<file path="src/rtl/simd_pkg.sv">
package simd_pkg;
  localparam int DW = 64;

  typedef enum logic [2:0] {
    OP_ADD  = 3'd0,
    OP_SUB  = 3'd1,
    OP_SAD  = 3'd2,
    OP_MULH = 3'd3,
    OP_AVG4 = 3'd4
  } simd_op_e;

  // unsigned distance between two bytes
  function automatic logic [7:0] byte_absdiff(logic [7:0] x, logic [7:0] y);
    return (x > y) ? (x - y) : (y - x);
  endfunction

  // fractional 16x16 product, rounded, upper half kept
  function automatic logic [15:0] q15_mul_round(logic [15:0] x, logic [15:0] y);
    logic signed [31:0] prod;
    logic signed [33:0] wide;
    logic signed [33:0] rnd;
    prod = $signed(x) * $signed(y);
    wide = {{2{prod[31]}}, prod};
    rnd  = (wide <<< 1) + 34'sd32768;
    if (x == 16'h8000 && y == 16'h8000) return 16'h7FFF;
    return rnd[31:16];
  endfunction

  // rounded mean of four bytes
  function automatic logic [7:0] quad_mean(logic [7:0] p, logic [7:0] q,
                                           logic [7:0] r, logic [7:0] s);
    logic [9:0] acc;
    acc = {2'b00, p} + {2'b00, q} + {2'b00, r} + {2'b00, s} + 10'd2;
    return acc[9:2];
  endfunction
endpackage

</file>
<file path="src/rtl/simd_addsub_lanes.sv">
module simd_addsub_lanes #(
  parameter int DW = 64,
  parameter int W  = 8
) (
  input  logic [DW-1:0] a,
  input  logic [DW-1:0] b,
  input  logic          sub,
  input  logic          sgn,
  input  logic          sat,
  output logic [DW-1:0] y,
  output logic          clamp_any
);
  localparam int N = DW / W;
  localparam logic signed [W+1:0] SMAX = {3'b000, {(W-1){1'b1}}};
  localparam logic signed [W+1:0] SMIN = {3'b111, {(W-1){1'b0}}};
  localparam logic signed [W+1:0] UMAX = {2'b00, {W{1'b1}}};

  logic [N-1:0] lane_clamp;

  for (genvar i = 0; i < N; i++) begin : g_lane
    logic signed [W+1:0] ea, eb, s, hi, lo;
    assign ea = sgn ? {{2{a[i*W+W-1]}}, a[i*W +: W]} : {2'b00, a[i*W +: W]};
    assign eb = sgn ? {{2{b[i*W+W-1]}}, b[i*W +: W]} : {2'b00, b[i*W +: W]};
    assign s  = sub ? (ea - eb) : (ea + eb);
    assign hi = sgn ? SMAX : UMAX;
    assign lo = sgn ? SMIN : '0;
    always_comb begin
      lane_clamp[i] = 1'b0;
      y[i*W +: W]   = s[W-1:0];
      if (sat && s > hi) begin
        y[i*W +: W]   = hi[W-1:0];
        lane_clamp[i] = 1'b1;
      end else if (sat && s < lo) begin
        y[i*W +: W]   = lo[W-1:0];
        lane_clamp[i] = 1'b1;
      end
    end
  end

  assign clamp_any = |lane_clamp;
endmodule

</file>
<file path="src/rtl/simd_sad.sv">
module simd_sad #(
  parameter int DW = 64,
  localparam int LANES = DW / 8,
  localparam int SW = $clog2(LANES * 255 + 1)
) (
  input  logic [DW-1:0] a,
  input  logic [DW-1:0] b,
  output logic [SW-1:0] sum
);
  import simd_pkg::*;
  always_comb begin
    sum = '0;
    for (int i = 0; i < LANES; i++)
      sum = sum + SW'(byte_absdiff(a[i*8 +: 8], b[i*8 +: 8]));
  end
endmodule

</file>
<file path="src/rtl/simd_mulh.sv">
module simd_mulh #(
  parameter int DW = 64,
  localparam int LANES = DW / 16
) (
  input  logic [DW-1:0] a,
  input  logic [DW-1:0] b,
  output logic [DW-1:0] y,
  output logic          sat_hit
);
  import simd_pkg::*;
  logic [LANES-1:0] ovf;
  for (genvar i = 0; i < LANES; i++) begin : g_lane
    assign y[i*16 +: 16] = q15_mul_round(a[i*16 +: 16], b[i*16 +: 16]);
    assign ovf[i] = (a[i*16 +: 16] == 16'h8000) && (b[i*16 +: 16] == 16'h8000);
  end
  assign sat_hit = |ovf;
endmodule

</file>
<file path="src/rtl/simd_avg4.sv">
module simd_avg4 #(
  parameter int DW = 64,
  localparam int LANES = DW / 8
) (
  input  logic [DW-1:0] a,
  input  logic [DW-1:0] b,
  input  logic [DW-1:0] c,
  input  logic [DW-1:0] d,
  output logic [DW-1:0] y
);
  import simd_pkg::*;
  for (genvar i = 0; i < LANES; i++) begin : g_lane
    assign y[i*8 +: 8] = quad_mean(a[i*8 +: 8], b[i*8 +: 8], c[i*8 +: 8], d[i*8 +: 8]);
  end
endmodule

</file>
<file path="src/rtl/simd_media_alu.sv">
module simd_media_alu
  import simd_pkg::*;
(
  input  logic          clk,
  input  logic          rst_n,
  input  logic          in_valid,
  input  logic [2:0]    op,
  input  logic [1:0]    elem_size,
  input  logic          is_signed,
  input  logic          sat_en,
  input  logic [63:0]   src_a,
  input  logic [63:0]   src_b,
  input  logic [63:0]   src_c,
  input  logic [63:0]   src_d,
  output logic          out_valid,
  output logic [63:0]   result
);
  localparam int NW = 3;
  localparam int SADW = $clog2((DW / 8) * 255 + 1);

  logic [DW-1:0]   as_res [NW];
  logic [NW-1:0]   as_clamp;
  logic [1:0]      wsel;
  logic            is_addsub;
  logic            clamp_sel;   // a lane of the selected width was clipped
  logic            mulh_sat;    // a multiply lane hit the overflow pair
  logic [SADW-1:0] sad_sum;
  logic [DW-1:0]   mulh_res, avg_res, nxt;

  for (genvar g = 0; g < NW; g++) begin : g_width
    simd_addsub_lanes #(.DW(DW), .W(8 << g)) u_as (
      .a(src_a), .b(src_b), .sub(op == OP_SUB), .sgn(is_signed), .sat(sat_en),
      .y(as_res[g]), .clamp_any(as_clamp[g])
    );
  end

  simd_sad  #(.DW(DW)) u_sad  (.a(src_a), .b(src_b), .sum(sad_sum));
  simd_mulh #(.DW(DW)) u_mulh (.a(src_a), .b(src_b), .y(mulh_res), .sat_hit(mulh_sat));
  simd_avg4 #(.DW(DW)) u_avg  (.a(src_a), .b(src_b), .c(src_c), .d(src_d), .y(avg_res));

  assign wsel      = (elem_size == 2'd3) ? 2'd2 : elem_size;
  assign is_addsub = (op == OP_ADD) || (op == OP_SUB);
  assign clamp_sel = is_addsub && as_clamp[wsel];

  always_comb begin
    case (op)
      OP_ADD, OP_SUB: nxt = as_res[wsel];
      OP_SAD:         nxt = {{(DW-SADW){1'b0}}, sad_sum};
      OP_MULH:        nxt = mulh_res;
      OP_AVG4:        nxt = avg_res;
      default:        nxt = '0;
    endcase
  end

  always_ff @(posedge clk or negedge rst_n) begin
    if (!rst_n) begin
      out_valid <= 1'b0;
      result    <= '0;
    end else begin
      out_valid <= in_valid;
      if (in_valid) result <= nxt;
    end
  end
endmodule

</file>
<file path="config.mk">
export PLATFORM = sky130hd
export DESIGN_NAME = simd_media_alu
export DESIGN_NICKNAME = d
export VERILOG_FILES = /design/src/rtl/simd_pkg.sv /design/src/rtl/simd_addsub_lanes.sv /design/src/rtl/simd_sad.sv /design/src/rtl/simd_mulh.sv /design/src/rtl/simd_avg4.sv /design/src/rtl/simd_media_alu.sv
export SDC_FILE = /design/constraint.sdc
export NUM_CORES = 2
export LEC_CHECK = 0
export BUFFER_PORTS_ARGS = -buffer_cell sky130_fd_sc_hd__buf_2
export CORE_MARGIN = 4
export CORE_UTILIZATION = 45
export CTS_BUF_LIST = sky130_fd_sc_hd__clkbuf_4 sky130_fd_sc_hd__clkbuf_8 sky130_fd_sc_hd__clkbuf_16
export DETAILED_ROUTE_END_ITERATION = 16
export HOLD_SLACK_MARGIN = 0.12
export PLACE_DENSITY = 0.71
export REMOVE_ABC_BUFFERS = 1
export SLEW_MARGIN = 10
export SYNTH_ARGS = -nofsm -noshare
export SYNTH_HDL_FRONTEND = slang
export SYNTH_SLANG_ARGS = --single-unit
</file>
<file path="constraint.sdc">
create_clock -name clk -period 2.71 [get_ports clk]
set_clock_uncertainty 0.15 [all_clocks]
set_input_delay 0.813 -clock clk [delete_from_list [all_inputs] [get_ports clk]]
set_output_delay 0.813 -clock clk [all_outputs]
set_load 0.005 [all_outputs]
</file>
==> impl_metrics.toml <==
[timing]
final-hold-violation-count = 0
timing.fmax_ghz = 0.125
worst_pin_slew_ns = 0.831
timing.final.max_slew_violations = 0
setup_tns_ns = -288.29
period_share_pct = 295
setup_slack_ns = -5.27
slew_headroom_pct = 44.1
min_period_ns = 7.98
rsz0062_at_grt = "yes"
setup_viol = 64

[place]
place_congestion = 1.05
hpwl_um = 244000
io_buffers = 330

[worst_setup_path]
startpoint = "src_b[5]"
path_buf_inv = 9
slowest_stage = "or4_4"
crit_type = "input pin to flop"
end_kind = "flop"
required_ns = 2.82
cpMostUsedCell = "fa_1"
critPathLaunchType = "input pin"
crit_arrival_ns = 8.10
critPathMaxFanout = 6
reg2reg_from = "result[63]$_DFFE_PN0P_"
critPathMaxStageDelay_ns = 0.61
crit_family = "adder cells"

[drt]
wirelength_um = 291000
avgViaCountPerCell = 5.50
postRouteAntennaNets = 0
wire_per_inst_um = 22.3
first_pass_iters = 6
drc = 0
dr_total_vias = 71700
drtIter0Drc = 6707

[floorplan]
fp.dieArea_mm2 = 0.157
io_pins = 331
core_region_area_mm2 = 0.150
rows = 142
start_util_pct = 45.2
fp.dieW_um = 396
fp.dieH_um = 396

[clock_tree]
cts_root_buf = "clkbuf_16"
clkLatencyLatePin_ns = 0.37
cts_tree = "yes"
cts_buffers = 9
clock_path_buffers = 2
htree_levels = 3
path_clk_slew_ns = 0.08
clock_sinks = 65

[logic_synthesis]
ys_top_cells_by_area = "fa_1 (34%), ha_1 (15%), inv_1 (9.6%)"
synthFlopType = "dfrtp_1"
synth_cell_types = 108
synth_edf_count = 0
synthCells = 8511
synth_seq_area_share_pct = 2.40
synth_top_area_share_pct = 33.7
yosys-top-cells-count = "inv_1 (1730), fa_1 (1140), nor2_1 (832)"
yosys_warnings = 0
avgSynthCellArea_um2 = 7.96
ys_ff_latch = 65
synth_top_cell_by_area = "fa_1"
async_flop_share_pct = 100
synthMostInstantiatedCell = "inv_1"
syn-cell-area_mm2 = 0.0678

[global_route]
grt_pass1_wl_um = 437000
antenna_found_initial = 9
grt_max_degree = 61
overflow = 0
grt_usage_pct = 36.2
grt_pass1_vias = 74400

[cells_and_area]
area_delta_synth_final_pct = 42.0
drive_gt1_share_pct = 34.0
nets = 13200
final_core_util_pct = 64.2
fillers = 12500

[status]
status = "complete, but fails checks"
failed_checks = "negative setup slack"

[flow_run]
drv_cap = 0

[hold_path]
hp-class = "input pin to asynchronous set/reset pin"
logic make-up (layout without fill, tap and decap cells):
family / Yosys count / count (layout) / synth area share, %
xor gates and xnor gates: 567 / 567 / 7.35
adders and majority gates: 1938 / 1938 / 48.4
buffers and inverters: 2116 / 4626 / 11.8
muxes: 68 / 68 / 1.04
AOI/OAI and AO/OA: 1503 / 1503 / 14.2
and+or+nand+nor: 2254 / 2254 / 14.8
DFF: 65 / 65 / 2.40
other: 0 / 5 / 0
worst paths after layout:
| path | to | slack [ns] | cells after the start |
|---|---|---|---|
| setup / recovery | result[15]$_DFFE_PN0P_ | -5.27 | 30 |
| hold / removal | result[54]$_DFFE_PN0P_ | 0.27 | 1 |
| setup reg to reg | result[63]$_DFFE_PN0P_ | 0.78 | 5 |
| hold reg to reg | result[27]$_DFFE_PN0P_ | 0.36 | 1 |
| max in group asynchronous | out_valid$_DFF_PN0_ | 1.52 | 2 |
| min in group clk | result[27]$_DFFE_PN0P_ | 0.36 | 1 |
area by class of cell:
type / instances / area (µm²) / share of cell area, %
diodes: 5 / 12.5 / 0.0130
well taps: 2016 / 2520 / 2.62
flip-flops and latches: 65 / 1630 / 1.69
repair buffers: 2821 / 22100 / 23.0
inverters: 1789 / 6900 / 7.17
clock inverters: 6 / 138 / 0.143
multi-input cells: 6330 / 62600 / 65.1
clock buffers: 10 / 233 / 0.242
state kept, by name, summed over array words and instances (netlist names):
| register | flops |
|---|---|
| out_valid | 1 |
| result | 64 |
placed cells by master, fill, tap and decap left out, types with 186 or more instances in the layout:
cell type / synthesis / layout
xnor2_1: 422 / 369
buf_2: 5 / 269
a21oi_1: 443 / 367
inv_1: 1730 / 1610
buf_6: 1 / 186
buf_4: 3 / 2277
fa_1: 1140 / 1077
nor2_1: 832 / 740
ha_1: 796 / 704
o21ai_0: 363 / 252
nand2_1: 781 / 751
timing repair:
action	CTS	global route
gates cloned	1	0
endpoints found under the setup margin	64	64
endpoints found under the hold margin	0	0
buffers inserted	204	89
pin swaps	523	345
hold buffers	0	0
resized for setup	1105	377
metal layers:
layer	up-vias	track usage, %	routed length (µm)
li1	32000	-	-
met1	35300	47.1	114000
met2	3501	57.0	130000
met3	819	8.72	30100
met4	8	16.8	16800
met5	-	0	45
per-stage QoR:
step                std cells  hold WS, ns  instance area (µm²)  setup slack [ns]
floorplan                8184        0.328                66500             -8.26
global placement        12800        0.328                87800             -5.95
detailed placement      12800        0.342                87900             -6.12
CTS                     13000        0.260                94100             -5.15
global route            13000        0.275                96200             -5.46
finish                  13000        0.275                96200             -5.27
Power is left out: the tool's default activity adds up to more than one toggle a clock period on the data nets, which glitch-free logic cannot reach.
